===== src/rtl/dri_pkg.sv =====
package dri_pkg;
  typedef enum logic {
    RANGE_COUNT  = 1'b0,
    RANGE_DIRECT = 1'b1
  } range_e;
endpackage


===== src/rtl/dri_period_timer.sv =====
module dri_period_timer #(
  parameter int PERIOD_CYCLES = 100
) (
  input  logic clk_i,
  input  logic rst_ni,
  output logic tick_o
);
  localparam int TW = (PERIOD_CYCLES > 1) ? $clog2(PERIOD_CYCLES) : 1;
  localparam logic [TW-1:0] LAST = TW'(PERIOD_CYCLES - 1);

  logic [TW-1:0] cnt_q;

  always_ff @(posedge clk_i or negedge rst_ni) begin
    if (!rst_ni)             cnt_q <= '0;
    else if (cnt_q == LAST)  cnt_q <= '0;
    else                     cnt_q <= cnt_q + 1'b1;
  end

  assign tick_o = (cnt_q == LAST);


  tick_gap_chk: assert property (@(posedge clk_i) disable iff (!rst_ni)
    tick_o |=> !tick_o);
endmodule


===== src/rtl/dri_pulse_counter.sv =====
module dri_pulse_counter #(
  parameter int CNT_W = 8
) (
  input  logic             clk_i,
  input  logic             rst_ni,
  input  logic             en_i,
  input  logic             tick_i,
  input  logic             up_i,
  input  logic             dn_i,
  input  logic [CNT_W-1:0] limit_i,
  output logic [CNT_W-1:0] total_o
);
  localparam int SW = CNT_W + 1;

  logic [CNT_W-1:0] cnt_q;
  logic [SW-1:0]    sum;
  logic [CNT_W-1:0] capped;

  always_comb begin
    sum    = {1'b0, cnt_q} + SW'(up_i) + SW'(dn_i);
    capped = (sum >= {1'b0, limit_i}) ? limit_i : sum[CNT_W-1:0];
    total_o = en_i ? capped : '0;
  end

  // count restarts at every boundary; held clear while direct mode runs
  always_ff @(posedge clk_i or negedge rst_ni) begin
    if (!rst_ni)     cnt_q <= '0;
    else if (tick_i) cnt_q <= '0;
    else if (en_i)   cnt_q <= capped;
    else             cnt_q <= '0;
  end
endmodule


===== src/rtl/dri_range_ctrl.sv =====
module dri_range_ctrl #(
  parameter int CNT_W = 8,
  parameter int ADC_W = 12
) (
  input  logic                clk_i,
  input  logic                rst_ni,
  input  logic                tick_i,
  input  logic [CNT_W-1:0]    total_i,
  input  logic [CNT_W-1:0]    limit_i,
  input  logic [ADC_W-1:0]    adc_i,
  input  logic [ADC_W-1:0]    low_i,
  output dri_pkg::range_e     mode_o
);
  import dri_pkg::*;

  range_e mode_q, mode_d;

  always_comb begin
    mode_d = mode_q;
    if (tick_i) begin
      unique case (mode_q)
        RANGE_COUNT:  if (total_i >= limit_i) mode_d = RANGE_DIRECT;
        RANGE_DIRECT: if (adc_i < low_i)      mode_d = RANGE_COUNT;
        default:      mode_d = RANGE_COUNT;
      endcase
    end
  end

  always_ff @(posedge clk_i or negedge rst_ni) begin
    if (!rst_ni) mode_q <= RANGE_COUNT;
    else         mode_q <= mode_d;
  end

  assign mode_o = mode_q;


  mode_at_edge_chk: assert property (@(posedge clk_i) disable iff (!rst_ni)
    (mode_q != $past(mode_q)) |-> $past(tick_i));
endmodule


===== src/rtl/dri_sample_combiner.sv =====
module dri_sample_combiner #(
  parameter int CNT_W        = 8,
  parameter int ADC_W        = 12,
  parameter int OUT_W        = 24,
  parameter int PULSE_SCALE  = 16,
  parameter int ADC_SCALE    = 1,
  parameter int DIRECT_SCALE = 4
) (
  input  logic                    clk_i,
  input  logic                    rst_ni,
  input  logic                    tick_i,
  input  dri_pkg::range_e         mode_i,
  input  logic [CNT_W-1:0]        total_i,
  input  logic [ADC_W-1:0]        adc_i,
  output logic signed [OUT_W-1:0] sample_o,
  output logic                    valid_o,
  output logic                    tag_o
);
  import dri_pkg::*;

  localparam logic        [OUT_W-1:0] PULSE_K = OUT_W'(PULSE_SCALE);
  localparam logic signed [OUT_W-1:0] ADC_K   = OUT_W'(ADC_SCALE);
  localparam logic        [OUT_W-1:0] DIR_K   = OUT_W'(DIRECT_SCALE);

  logic [ADC_W-1:0]        prev_q;
  logic                    primed_q;
  logic signed [ADC_W:0]   diff;
  logic signed [OUT_W-1:0] diff_ext, diff_term, cnt_term, dir_term, result;

  always_comb begin
    diff      = $signed({1'b0, adc_i}) - $signed({1'b0, prev_q});
    diff_ext  = OUT_W'(diff);
    diff_term = diff_ext * ADC_K;
    cnt_term  = $signed(OUT_W'(total_i) * PULSE_K);
    dir_term  = $signed(OUT_W'(adc_i) * DIR_K);
    result    = (mode_i == RANGE_DIRECT) ? dir_term : cnt_term + diff_term;
  end

  always_ff @(posedge clk_i or negedge rst_ni) begin
    if (!rst_ni) begin
      prev_q   <= '0;
      primed_q <= 1'b0;
      valid_o  <= 1'b0;
      sample_o <= '0;
      tag_o    <= 1'b0;
    end else if (tick_i) begin
      prev_q   <= adc_i;
      primed_q <= 1'b1;
      valid_o  <= primed_q;
      if (primed_q) begin
        sample_o <= result;
        tag_o    <= (mode_i == RANGE_DIRECT);
      end
    end else begin
      valid_o <= 1'b0;
    end
  end


  valid_after_tick_chk: assert property (@(posedge clk_i) disable iff (!rst_ni)
    valid_o |-> $past(tick_i));

  tag_mode_chk: assert property (@(posedge clk_i) disable iff (!rst_ni)
    valid_o |-> (tag_o == ($past(mode_i) == RANGE_DIRECT)));
endmodule


===== src/rtl/dri_combiner.sv =====
module dri_combiner #(
  parameter int PERIOD_CYCLES = 100,
  parameter int CNT_W         = 8,
  parameter int ADC_W         = 12,
  parameter int OUT_W         = 24,
  parameter int PULSE_SCALE   = 16,
  parameter int ADC_SCALE     = 1,
  parameter int DIRECT_SCALE  = 4
) (
  input  logic             clk_i,
  input  logic             rst_ni,
  input  logic             up_strobe_i,
  input  logic             dn_strobe_i,
  input  logic [ADC_W-1:0] adc_data_i,
  input  logic [CNT_W-1:0] cnt_limit_i,
  input  logic [ADC_W-1:0] direct_low_i,
  output logic             adc_strobe_o,
  output logic             range_o,
  output logic [OUT_W-1:0] sample_o,
  output logic             sample_valid_o,
  output logic             sample_mode_o
);
  import dri_pkg::*;

  logic                    tick;
  range_e                  mode;
  logic [CNT_W-1:0]        total;
  logic signed [OUT_W-1:0] sample_s;

  dri_period_timer #(.PERIOD_CYCLES(PERIOD_CYCLES)) i_timer (
    .clk_i(clk_i), .rst_ni(rst_ni), .tick_o(tick)
  );

  dri_pulse_counter #(.CNT_W(CNT_W)) i_counter (
    .clk_i(clk_i), .rst_ni(rst_ni), .en_i(mode == RANGE_COUNT), .tick_i(tick),
    .up_i(up_strobe_i), .dn_i(dn_strobe_i), .limit_i(cnt_limit_i), .total_o(total)
  );

  dri_range_ctrl #(.CNT_W(CNT_W), .ADC_W(ADC_W)) i_range (
    .clk_i(clk_i), .rst_ni(rst_ni), .tick_i(tick), .total_i(total),
    .limit_i(cnt_limit_i), .adc_i(adc_data_i), .low_i(direct_low_i), .mode_o(mode)
  );

  dri_sample_combiner #(
    .CNT_W(CNT_W), .ADC_W(ADC_W), .OUT_W(OUT_W), .PULSE_SCALE(PULSE_SCALE),
    .ADC_SCALE(ADC_SCALE), .DIRECT_SCALE(DIRECT_SCALE)
  ) i_comb (
    .clk_i(clk_i), .rst_ni(rst_ni), .tick_i(tick), .mode_i(mode), .total_i(total),
    .adc_i(adc_data_i), .sample_o(sample_s), .valid_o(sample_valid_o), .tag_o(sample_mode_o)
  );

  assign adc_strobe_o = tick;
  assign range_o      = (mode == RANGE_DIRECT);
  assign sample_o     = sample_s;


  enter_direct_chk: assert property (@(posedge clk_i) disable iff (!rst_ni)
    (adc_strobe_o && !range_o && (total >= cnt_limit_i)) |=> range_o);
endmodule


===== config.mk =====
export PLATFORM = sky130hd
export DESIGN_NAME = dri_combiner
export DESIGN_NICKNAME = d
export VERILOG_FILES = /design/src/rtl/dri_pkg.sv /design/src/rtl/dri_period_timer.sv /design/src/rtl/dri_pulse_counter.sv /design/src/rtl/dri_range_ctrl.sv /design/src/rtl/dri_sample_combiner.sv /design/src/rtl/dri_combiner.sv
export SDC_FILE = /design/constraint.sdc
export NUM_CORES = 1
export LEC_CHECK = 0
export ABC_AREA = 1
export CORE_UTILIZATION = 40
export DETAILED_ROUTE_END_ITERATION = 12
export HOLD_SLACK_MARGIN = 0.05
export PLACE_DENSITY = 0.69
export RECOVER_POWER = 100
export SLEW_MARGIN = 20
export SYNTH_ARGS = -nofsm -noshare
export SYNTH_HDL_FRONTEND = slang
export SYNTH_HIERARCHICAL = 1
export SYNTH_SLANG_ARGS = --single-unit

===== constraint.sdc =====
create_clock -name clk_i -period 8.1 [get_ports clk_i]
set_input_delay 1.62 -clock clk_i [delete_from_list [all_inputs] [get_ports clk_i]]
set_output_delay 1.62 -clock clk_i [all_outputs]
set_load 0.05 [all_outputs]

# --- After elaboration in Yosys (flattened, before gate mapping) ---
# Index checks and enable logic that the tools add are counted.
classes:
  magnitude_cmp: 3
  bitwise: 1
  reduce_logical: 1
  eq_ne: 1
  n_addsub: 5
  mux: 9
op_table:
  columns: ["operator", "n"]
  rows:
  - ["$mux 24", 1]
  - ["$mux 8", 3]
  - ["$add 13x13->14", 1]
  - ["$sub 12x12->13", 1]
  - ["$lt 12x12->1", 1]
  - ["$add 8x1->9", 1]
  - ["$add 9x1->9", 1]
  - ["$ge 9x8->1", 1]
  - ["$ge 8x8->1", 1]
  - ["$add 7x1->7 const B", 1]
  - ["$eq 7x7->1 const B", 1]
  - ["$mux 7", 1]
  - ["$mux 1", 3]
  - ["$pmux 1 s2", 1]
  - ["$reduce_and 2->1", 1]
  - ["$not 1->1", 1]
totals:
  word_cells: 28
  in_bits: 36
  out_inout_bits: 28
  ff_bits: 55

# --- Logic depth before layout (Yosys ltp) ---
# Gate-level depths: netlist (run 1).
depth:
  word_depth: 8
  ltp_mapped: 29

# --- Hierarchy ---
# Netlist (run 1), hierarchy kept.
modules_own_cells:
  columns: ["mod", "area_each_um2", "instances", "cells_per_inst"]
  rows:
  - ["dri_sample_combiner", 2259.7, 1, 289]
  - ["dri_pulse_counter", 899.6, 1, 124]
  - ["dri_range_ctrl", 583.1, 1, 101]
  - ["dri_period_timer", 361.6, 1, 42]
  - ["dri_combiner", 3.8, 1, 1]

# --- Least setup slack after synthesis (run 1) ---
# Ideal clock, no wire load.
synth_path:
  path_type: "input to register"
  from: "in up_strobe_i"
  to: "reg i_comb.sample_o[12]"
  path_buffers: 0
  setup_ps: 121
  path_slack_ps: 3230
  arrival_time_ps: 4749
  t_required_ps: 7979
  cell_stages: 27
  cell_sequence: "fa_1 > ha_1 > nand3_2 > xor2_1 > inv_1 > ha_1 > nand2_1 > nor2_1 > nand2_1 > nand3_1 > nand2_1 > nand2_1 > nand2_2 > nand2_4 > nand2_1 > nand3_2 > inv_1 > ha_1 > fa_1 > nand3_1 > nand2_2 > nand2_1 > nand2_1 > inv_1 > nand2_1 > nand3_1 > nand2_1"
synth_via:
  elab_chain_len: 7
synth_lines:
  columns: ["item", "line_no", "rtl"]
  rows:
  - ["start, declared", "dri_combiner.sv:12", "input logic up_strobe_i,"]
  - ["$add 8x1->9 *", "dri_pulse_counter.sv:20", "sum = {1'b0, cnt_q} + SW'(up_i) + SW'(dn_i);"]
  - ["$add 9x1->9 *", "dri_pulse_counter.sv:20", null]
  - ["$ge 9x8->1", "dri_pulse_counter.sv:21", "capped = (sum >= {1'b0, limit_i}) ? limit_i : sum[CNT_W-1:0];"]
  - ["$mux 8 *", "dri_pulse_counter.sv:21", null]
  - ["$mux 8 *", "dri_pulse_counter.sv:22", "total_o = en_i ? capped : '0;"]
  - ["via total[0]", "dri_combiner.sv:27", "logic [CNT_W-1:0] total;"]
  - ["$add 13x13->14 *", "dri_sample_combiner.sv:36", "result = (mode_i == RANGE_DIRECT) ? dir_term : cnt_term + diff_term;"]
  - ["$mux 24 *", "dri_sample_combiner.sv:36", null]
  - ["end signal, assigned", "dri_sample_combiner.sv:51", "sample_o <= result;"]
  - ["end, declared", "dri_sample_combiner.sv:15", "output logic signed [OUT_W-1:0] sample_o,"]
# Mark *: on every way through the listed nets, which the timed path passes. The rest lies on a longest branch.
# A chain may end at the register's enable or synchronous reset.

# --- Final worst setup path (run 1) ---
layout_path:
  from: "in up_strobe_i"
  to: "reg i_comb.sample_o[10]"
# The elaborated chain is that of the path after synthesis.

==> results of run 1 <==
-- stage by stage --
step	utilization, %	setup WS [ns]	area [µm²]	hold WS, ns
4_1_cts	49.5	2.76	4890	0.504
5_1_grt	48.6	1.85	4790	0.499
3_3_place_gp	48.6	2.54	4790	0.468
3_5_place_dp	48.6	2.43	4790	0.481
2_1_floorplan	-	3.23	4110	0.451
6_report	48.6	2.21	4790	0.478
-- power groups by stage --
stage / registers [mW] / clock network (mW) / logic, mW
after floorplan: 0.278 / 0 / 0.519
after global placement: 0.279 / 0 / 0.667
after detailed placement: 0.281 / 0 / 0.683
after CTS: 0.276 / 0.157 / 0.686
after global routing: 0.278 / 0.166 / 0.752
final: 0.276 / 0.152 / 0.649
-- cells in the final DEF (no fill, tap or decap), types with 4 or more instances in the layout --
cell type / synthesis / routed
nand2_1: 139 / 144
inv_1: 103 / 106
ha_1: 49 / 49
dfrtp_1: 46 / 46
nand3_1: 29 / 38
nor2_1: 35 / 36
clkdlybuf4s50_1: 0 / 33
dlygate4sd3_1: 0 / 29
a21oi_1: 19 / 20
o21ai_0: 14 / 16
nor2_2: 12 / 12
xor2_1: 10 / 10
nand2_2: 11 / 8
a21oi_2: 8 / 7
a22oi_1: 7 / 7
clkbuf_8: 0 / 6
o21ai_1: 6 / 4
xnor2_1: 4 / 4
inv_2: 7 / 4
nand3_2: 13 / 4
-- worst max-delay path by stage --
stage / to / cells after the start / startpoint / slack, ns
2_1_floorplan: i_comb/sample_o[12] / 27 / up_strobe_i / 3.23
3_3_place_gp: i_comb/sample_o[12] / 28 / up_strobe_i / 2.54
3_5_place_dp: i_comb/sample_o[12] / 28 / up_strobe_i / 2.43
4_1_cts: i_comb/sample_o[12] / 28 / up_strobe_i / 2.76
5_1_grt: i_comb/sample_o[10] / 27 / up_strobe_i / 1.85
6_report: i_comb/sample_o[10] / 27 / up_strobe_i / 2.21
-- critical path, stage by stage --
cell	delay, ns
dlygate4sd3_1	0.56
fa_1	0.44
ha_1	0.22
nand3_1	0.20
xor2_1	0.23
inv_1	0.07
ha_1	0.29
nand2_1	0.07
nor2_1	0.10
nand2_1	0.06
nand3_1	0.06
nand2_1	0.05
nand2_1	0.05
nand2_1	0.20
nand2_1	0.30
nand2_1	0.08
nand3_1	0.11
inv_1	0.08
ha_1	0.24
fa_1	0.41
nand3_1	0.11
nand2_1	0.13
a21oi_1	0.19
nor2_1	0.06
nor2_1	0.09
nand2_1	0.06
nand2_1	0.05
-- registers in the layout (all words and copies together) (netlist names) --
name / cells
i_comb/prev_q: 12
i_comb/primed_q: 1
i_comb/sample_o: 15
i_comb/tag_o: 1
i_comb/valid_o: 1
i_counter/cnt_q: 8
i_range/mode_o: 1
i_timer/cnt_q: 7
-- metal layers --
layer  global-route usage [%]  vias to the layer above  part of all wire (%)
li1                         -                     1856                     -
met1                     24.4                     1707                    46
met2                     37.3                       71                    51
met3                     1.88                        6                   2.6
met4                     4.55                        0                   1.0
met5                        0                        -                     0
-- cell type report --
type	count	share of cell area, %
clock buffer	7	1.80
timing repair buffer	64	13.1
tap	133	3.47
multi-input combinational	386	48.8
clock inverter	1	0.183
sequential	46	24.0
inverter	110	8.62
-- logic make-up (layout without fill, tap and decap cells) --
logic type | count (synthesis) | in the layout | share of synthesized area (%)
adder cells (fa/ha/maj) | 52 | 52 | 16.4
AND/OR/NAND/NOR | 255 | 255 | 29.7
AO/OA/AOI/OAI | 65 | 65 | 10.1
buffers and inverters | 125 | 182 | 12.9
flip-flops | 46 | 46 | 28.0
XOR/XNOR | 14 | 14 | 2.98
==> results.cfg, run 1 <==
[worst_setup_path]
cp-end-kind = register
reg2reg_to = i_comb/sample_o[10]
crit_arrival_ns = 6.14
crit_type = input pin to register
r2r_cells = 26
cp.required_ns = 8.34
r2r_slack_ns = 3.77
worst_setup_path_start_kind = input pin
r2r-start = i_counter/cnt_q[0]
cp_max_fo = 9

[cts]
htreeDepth = 2
insertion_delay_ns = 0.30
cts_resized = 0
clk_path_buf_depth = 2
cts-root-buf = clkbuf_8
cts_tree = built
clk_pin_slew_ns = 0.09
cts_made_buffers = 5
cts_hold_buffers = 0
clock_sinks = 46
cts_setup_buffers = 0

[sta]
worstMarginPinSlew_ns = 2.53
period_share_pct = 72.8
max_freq_mhz = 170
hold_violations = 0
rsz0062_at_grt = no
fin_worst_skew_ns = 0.00539
timing.setup.tns_ns = 0
slew_viol_final = 88
finalSetupViolCount = 0
worst_slew_margin_rel_pct = -68.8
period_needed_ns = 5.89

[floorplanning]
core-area_um2 = 9860
num_io_pins = 64
dieArea_um2 = 10700
die_h_um = 103
start_util_pct = 41.6
die_w_um = 103
row_count = 36

[routing]
viasPerCell = 4.87
dr_total_vias = 3640
ant_nets = 0
drtPass1Iterations = 4
postRouteWirelength_um = 9910
drtIter0Drc = 113
wl_per_cell_um = 13.3
drc = 0

[synth]
ys_types = 40
synth_edf_count = 0
synth_top_area_cell = dfrtp_1
syn_area_um2 = 4110
ys_top_cells_by_area = dfrtp_1, ha_1, nand2_1, inv_1, nand3_1
syn_inst = 557
synth_common_cells = nand2_1, inv_1, ha_1
syn_avg_cell_area_um2 = 7.37
synth.top_cell.area_share_pct = 28.0
ys.flop_type = dfrtp_1
yosysSeqAreaShare_pct = 28.0
ys_async_sr_fraction_pct = 100
synth_seq_cells = 46
synth_warnings = 6
synthesis.nets = 645
synth_most_common_cell = nand2_1

[power]
powerDensity_nw_per_um2 = 225
total_power_mw = 1.08
p_seq_share_pct = 25.6
p_comb_share_pct = 60.3
netSwitchingFraction_pct = 48.0
p_leak_nw = 2.60
p_sw_uw = 517
power_frac_clock_pct = 14.1
p_int_uw = 560
irDropWorstVdd_mv = 0.0973

[cells_and_area]
n_fill_cell = 983
stdcell_count = 747
area_growth_pct = 16.6
seqCellArea_um2 = 1150
diodes = 0
drive_above_1_share_pct = 7.98
fin_nets = 701
multi_input_area_um2 = 2340

[min_path]
whs_path_depth = 1
hold-path-endpoint = i_comb/primed_q
hold_start = i_comb/primed_q
hold_class = register to register

[place]
portBuffers = 63
gp_congestion = 0.865
placedCellCount = 739
place_hpwl_um = 8120

[global_route]
grt_use_total_pct = 19.9
grt_pass1_vias = 3551
grt_max_degree = 47
grt_remaining_overflow = 0
antenna_found_initial = 0
grt_pass1_wl_um = 16400

[status]
violations = capacitance limit, slew limit
status = finished with violations

[job]
cap_violations = 2
(Power assumes the default switching activity.)
==> run 2, diff against run 1 <==
Settings changed: PLACE_DENSITY 0.69 to 0.72.
Clock period 8.1 ns to 5.3 ns, I/O delays scaled along.
==> results.cfg, run 2 (synthesis results as in run 1) <==
[cts]
cts_tree = built
clock_sinks = 46
cts_setup_buffers = 0
htreeDepth = 2
cts_resized = 0
cts_made_buffers = 5
insertion_delay_ns = 0.31
cts_hold_buffers = 0
cts-root-buf = clkbuf_8
clk_pin_slew_ns = 0.10
clk_path_buf_depth = 2

[power]
p_int_uw = 855
p_leak_nw = 2.61
p_sw_uw = 802
total_power_mw = 1.66
powerDensity_nw_per_um2 = 345
p_comb_share_pct = 60.6
p_seq_share_pct = 25.4
netSwitchingFraction_pct = 48.4
irDropWorstVdd_mv = 0.137
power_frac_clock_pct = 14.0

[place]
placed_cell_area_um2 = 4790
pre_cts_slack_ns = 0.212
gp_congestion = 0.885
placedCellCount = 739
portBuffers = 63
place_hpwl_um = 7980

[cells_and_area]
largest_register_ffs = 15
area_growth_pct = 16.8
finalInstanceArea_um2 = 4800
reg_top3 = i_comb/sample_o: 15 flops, i_comb/prev_q: 12 flops, i_counter/cnt_q: 8 flops
final_cell_mix = nand2_1, inv_1, ha_1
drive_above_1_share_pct = 8.31
stdcell_count = 747
fin_nets = 701
regMostFlops = i_comb/sample_o
seqCellArea_um2 = 1150
utilization_pct = 48.7
multi_input_area_um2 = 2350
diodes = 0
final_common_cell = nand2_1
n_fill_cell = 974

[routing]
drc = 0
ant_nets = 0
drtPass1Iterations = 4
postRouteWirelength_um = 9600
drtIter0Drc = 120
wl_per_cell_um = 12.9
dr_total_vias = 3621
viasPerCell = 4.85

[status]
status = finished with violations
violations = capacitance limit, slew limit

[job]
cap_violations = 2

[sta]
hold_violations = 0
worst_slew_margin_rel_pct = -69.9
finalSetupViolCount = 0
period_share_pct = 93.0
holdWs_ns = 0.467
fin_ws_ns = 0.371
max_freq_mhz = 203
worstMarginPinSlew_ns = 2.55
timing.setup.tns_ns = 0
period_needed_ns = 4.93
rsz0062_at_grt = no
slew_viol_final = 87
fin_worst_skew_ns = 0.00630

[floorplanning]
core-area_um2 = 9860
die_h_um = 103
die_w_um = 103
dieArea_um2 = 10700
start_util_pct = 41.6
num_io_pins = 64
row_count = 36

[global_route]
grt_use_total_pct = 19.4
grt_max_degree = 47
antenna_found_initial = 0
grt_pass1_wl_um = 15900
grt_pass1_vias = 3573
grt_remaining_overflow = 0

[worst_setup_path]
crit_type = input pin to register
critical_path_buf_inv_count = 3
worst_setup_path_start_kind = input pin
cpMaxStageDelayCell = fa_1
crit_family = adder cells
cp_max_fo = 9
max_stage_delay_ns = 0.45
critPathMostFrequentCell = nand2_1
cp.required_ns = 5.55
cp-end-kind = register
crit_arrival_ns = 5.18

[min_path]
hold_class = register to register
run 2: worst paths after layout:
check	from	endpoint	slack, ns	depth (start not counted)
setup / recovery	up_strobe_i	i_comb/sample_o[10]	0.37	27
min in group asynchronous	rst_ni	i_timer/cnt_q[5]	1.54	1
hold / removal	i_timer/cnt_q[0]	i_timer/cnt_q[0]	0.47	1
hold reg to reg	i_timer/cnt_q[0]	i_timer/cnt_q[0]	0.47	1
setup reg to reg	i_timer/cnt_q[0]	i_comb/sample_o[9]	0.84	10
max in group asynchronous	rst_ni	i_comb/sample_o[11]	2.32	1
run 2: routing by layer:
layer	vias up	track usage [%]	wire length, µm
met5	-	0	0
met4	0	7.04	223
met3	19	2.49	249
met2	70	35.9	4830
met1	1676	22.8	4300
li1	1856	-	-
run 2: power by group through the flow:
stage / clock, mW / sequential, mW / combinational [mW]
detailed placement: 0 / 0.427 / 1.04
finish: 0.232 / 0.420 / 1.00
floorplan: 0 / 0.425 / 0.794
CTS: 0.240 / 0.420 / 1.05
global placement: 0 / 0.426 / 1.00
global route: 0.252 / 0.425 / 1.15
run 2: cell type report:
type,count,share of cell area [%]
repair buffers,64,13.1
clock inverters,3,0.521
well taps,133,3.47
flip-flops and latches,46,24.0
multi-input cells,386,48.9
inverters,110,8.60
clock buffers,5,1.43
==> run 3, diff against run 2 <==
Settings changed: CORE_MARGIN from default to 4.
==> results.cfg, run 3 (synthesis results as in run 1) <==
[status]
status = finished with violations
violations = capacitance limit, slew limit

[global_route]
busiest_layer = met2
grt_pass1_vias = 3525
grt_max_degree = 47
grt_remaining_overflow = 0
met1_usage_pct = 20.8
antenna_found_initial = 0
grtUsageMet2_pct = 30.6
grt_pass1_wl_um = 16000
use_met3_pct = 2.41
grt_use_total_pct = 17.0

[worst_setup_path]
crit_arrival_ns = 4.99
critPathMostFrequentCell = nand2_1
cp_max_fo = 9
crit_start = up_strobe_i
cp-end-kind = register
crit_cells = 28
critical_path_buf_inv_count = 4
max_stage_delay_ns = 0.45
crit_type = input pin to register
cpMaxStageDelayCell = fa_1
r2r-start = i_timer/cnt_q[0]
cp.required_ns = 5.50
worst_setup_path_start_kind = input pin
reg2reg_to = i_comb/sample_o[7]
r2r_slack_ns = 0.78
crit_family = adder cells
r2r_cells = 10
cp-endpoint = i_comb/sample_o[12]

[sta]
fin_ws_ns = 0.503
period_needed_ns = 4.80
holdWs_ns = 0.479
finalSetupViolCount = 0
fin_worst_skew_ns = 0.00335
hold_violations = 0
worstMarginPinSlew_ns = 2.50
period_share_pct = 90.5
slew_viol_final = 87
timing.setup.tns_ns = 0
max_freq_mhz = 208
rsz0062_at_grt = no
worst_slew_margin_rel_pct = -67.0

[cells_and_area]
utilization_pct = 48.8
multi_input_area_um2 = 2360
diodes = 0
largest_register_ffs = 15
final_common_cell = nand2_1
seqCellArea_um2 = 1150
regMostFlops = i_comb/sample_o
n_fill_cell = 971
stdcell_count = 747
final_cell_mix = nand2_1, inv_1, ha_1
area_growth_pct = 17.2
fin_nets = 701
reg_top3 = i_comb/sample_o: 15 flops, i_comb/prev_q: 12 flops, i_counter/cnt_q: 8 flops
finalInstanceArea_um2 = 4820
drive_above_1_share_pct = 8.96

[routing]
viasPerCell = 4.85
postRouteWirelength_um = 9760
ant_nets = 0
drc = 0
wl_per_cell_um = 13.1
drtIter0Drc = 137
dr_total_vias = 3624
drtPass1Iterations = 4

[floorplanning]
dieArea_um2 = 12000
num_io_pins = 64
core-area_um2 = 9860
start_util_pct = 41.6
die_h_um = 109
die_w_um = 109
row_count = 36

[cts]
insertion_delay_ns = 0.30
cts_setup_buffers = 0
cts_tree = built
cts_made_buffers = 5
clk_path_buf_depth = 2
cts_resized = 0
clk_pin_slew_ns = 0.09
cts_hold_buffers = 0
htreeDepth = 2
clock_sinks = 46
cts-root-buf = clkbuf_8

[power]
p_sw_uw = 795
powerDensity_nw_per_um2 = 343
p_int_uw = 859
netSwitchingFraction_pct = 48.1
p_comb_share_pct = 60.9
p_leak_nw = 2.62
power_frac_clock_pct = 13.8
p_seq_share_pct = 25.3
total_power_mw = 1.65
irDropWorstVdd_mv = 0.133

[place]
placedCellCount = 739
placed_cell_area_um2 = 4790
pre_cts_slack_ns = 0.193
portBuffers = 63
gp_congestion = 0.858
place_hpwl_um = 8150

[job]
cap_violations = 2

[min_path]
hold_class = register to register
[run 3: layout make-up]
type                            count  area share [%]
Sequential cell                    46            23.9
Tap cell                          133            3.46
Clock buffer                        5            1.43
Inverter                          110            8.57
Multi-Input combinational cell    386            49.1
Timing Repair Buffer               64            13.0
Clock inverter                      3           0.520
[run 3: how the worst min path moves through the flow]
stage	startpoint	to	slack (ns)	depth (start not counted)
finish	i_timer/cnt_q[0]	i_timer/cnt_q[0]	0.48	1
global route	i_timer/cnt_q[0]	i_timer/cnt_q[0]	0.50	1
CTS	i_timer/cnt_q[0]	i_timer/cnt_q[0]	0.50	1
detailed placement	i_comb/tag_o	i_comb/tag_o	0.48	2
global placement	i_timer/cnt_q[0]	i_timer/cnt_q[0]	0.46	1
floorplan	i_timer/cnt_q[0]	i_timer/cnt_q[0]	0.45	1
[run 3: metal layers]
metal | wire [µm] | up-vias
met5 | 0 | -
met2 | 4900 | 73
met4 | 203 | 0
li1 | - | 1856
met3 | 406 | 16
met1 | 4250 | 1679
[run 3: worst register-to-register path: cells and delay by family (launching register included)]
family	cells	cell delay (ns)
adders and majority gates	1	0.21
DFF	1	0.39
AOI/OAI and AO/OA	2	0.28
and+or+nand+nor	5	1.91
buffers and inverters	2	1.68
[run 3: power by group through the flow]
stage          clock network [mW]  registers (mW)  logic (mW)
6_report                    0.228           0.419        1.01
5_1_grt                     0.251           0.425        1.16
4_1_cts                     0.239           0.420        1.04
3_5_place_dp                    0           0.427        1.04
3_3_place_gp                    0           0.425        1.01
2_1_floorplan                   0           0.425       0.794
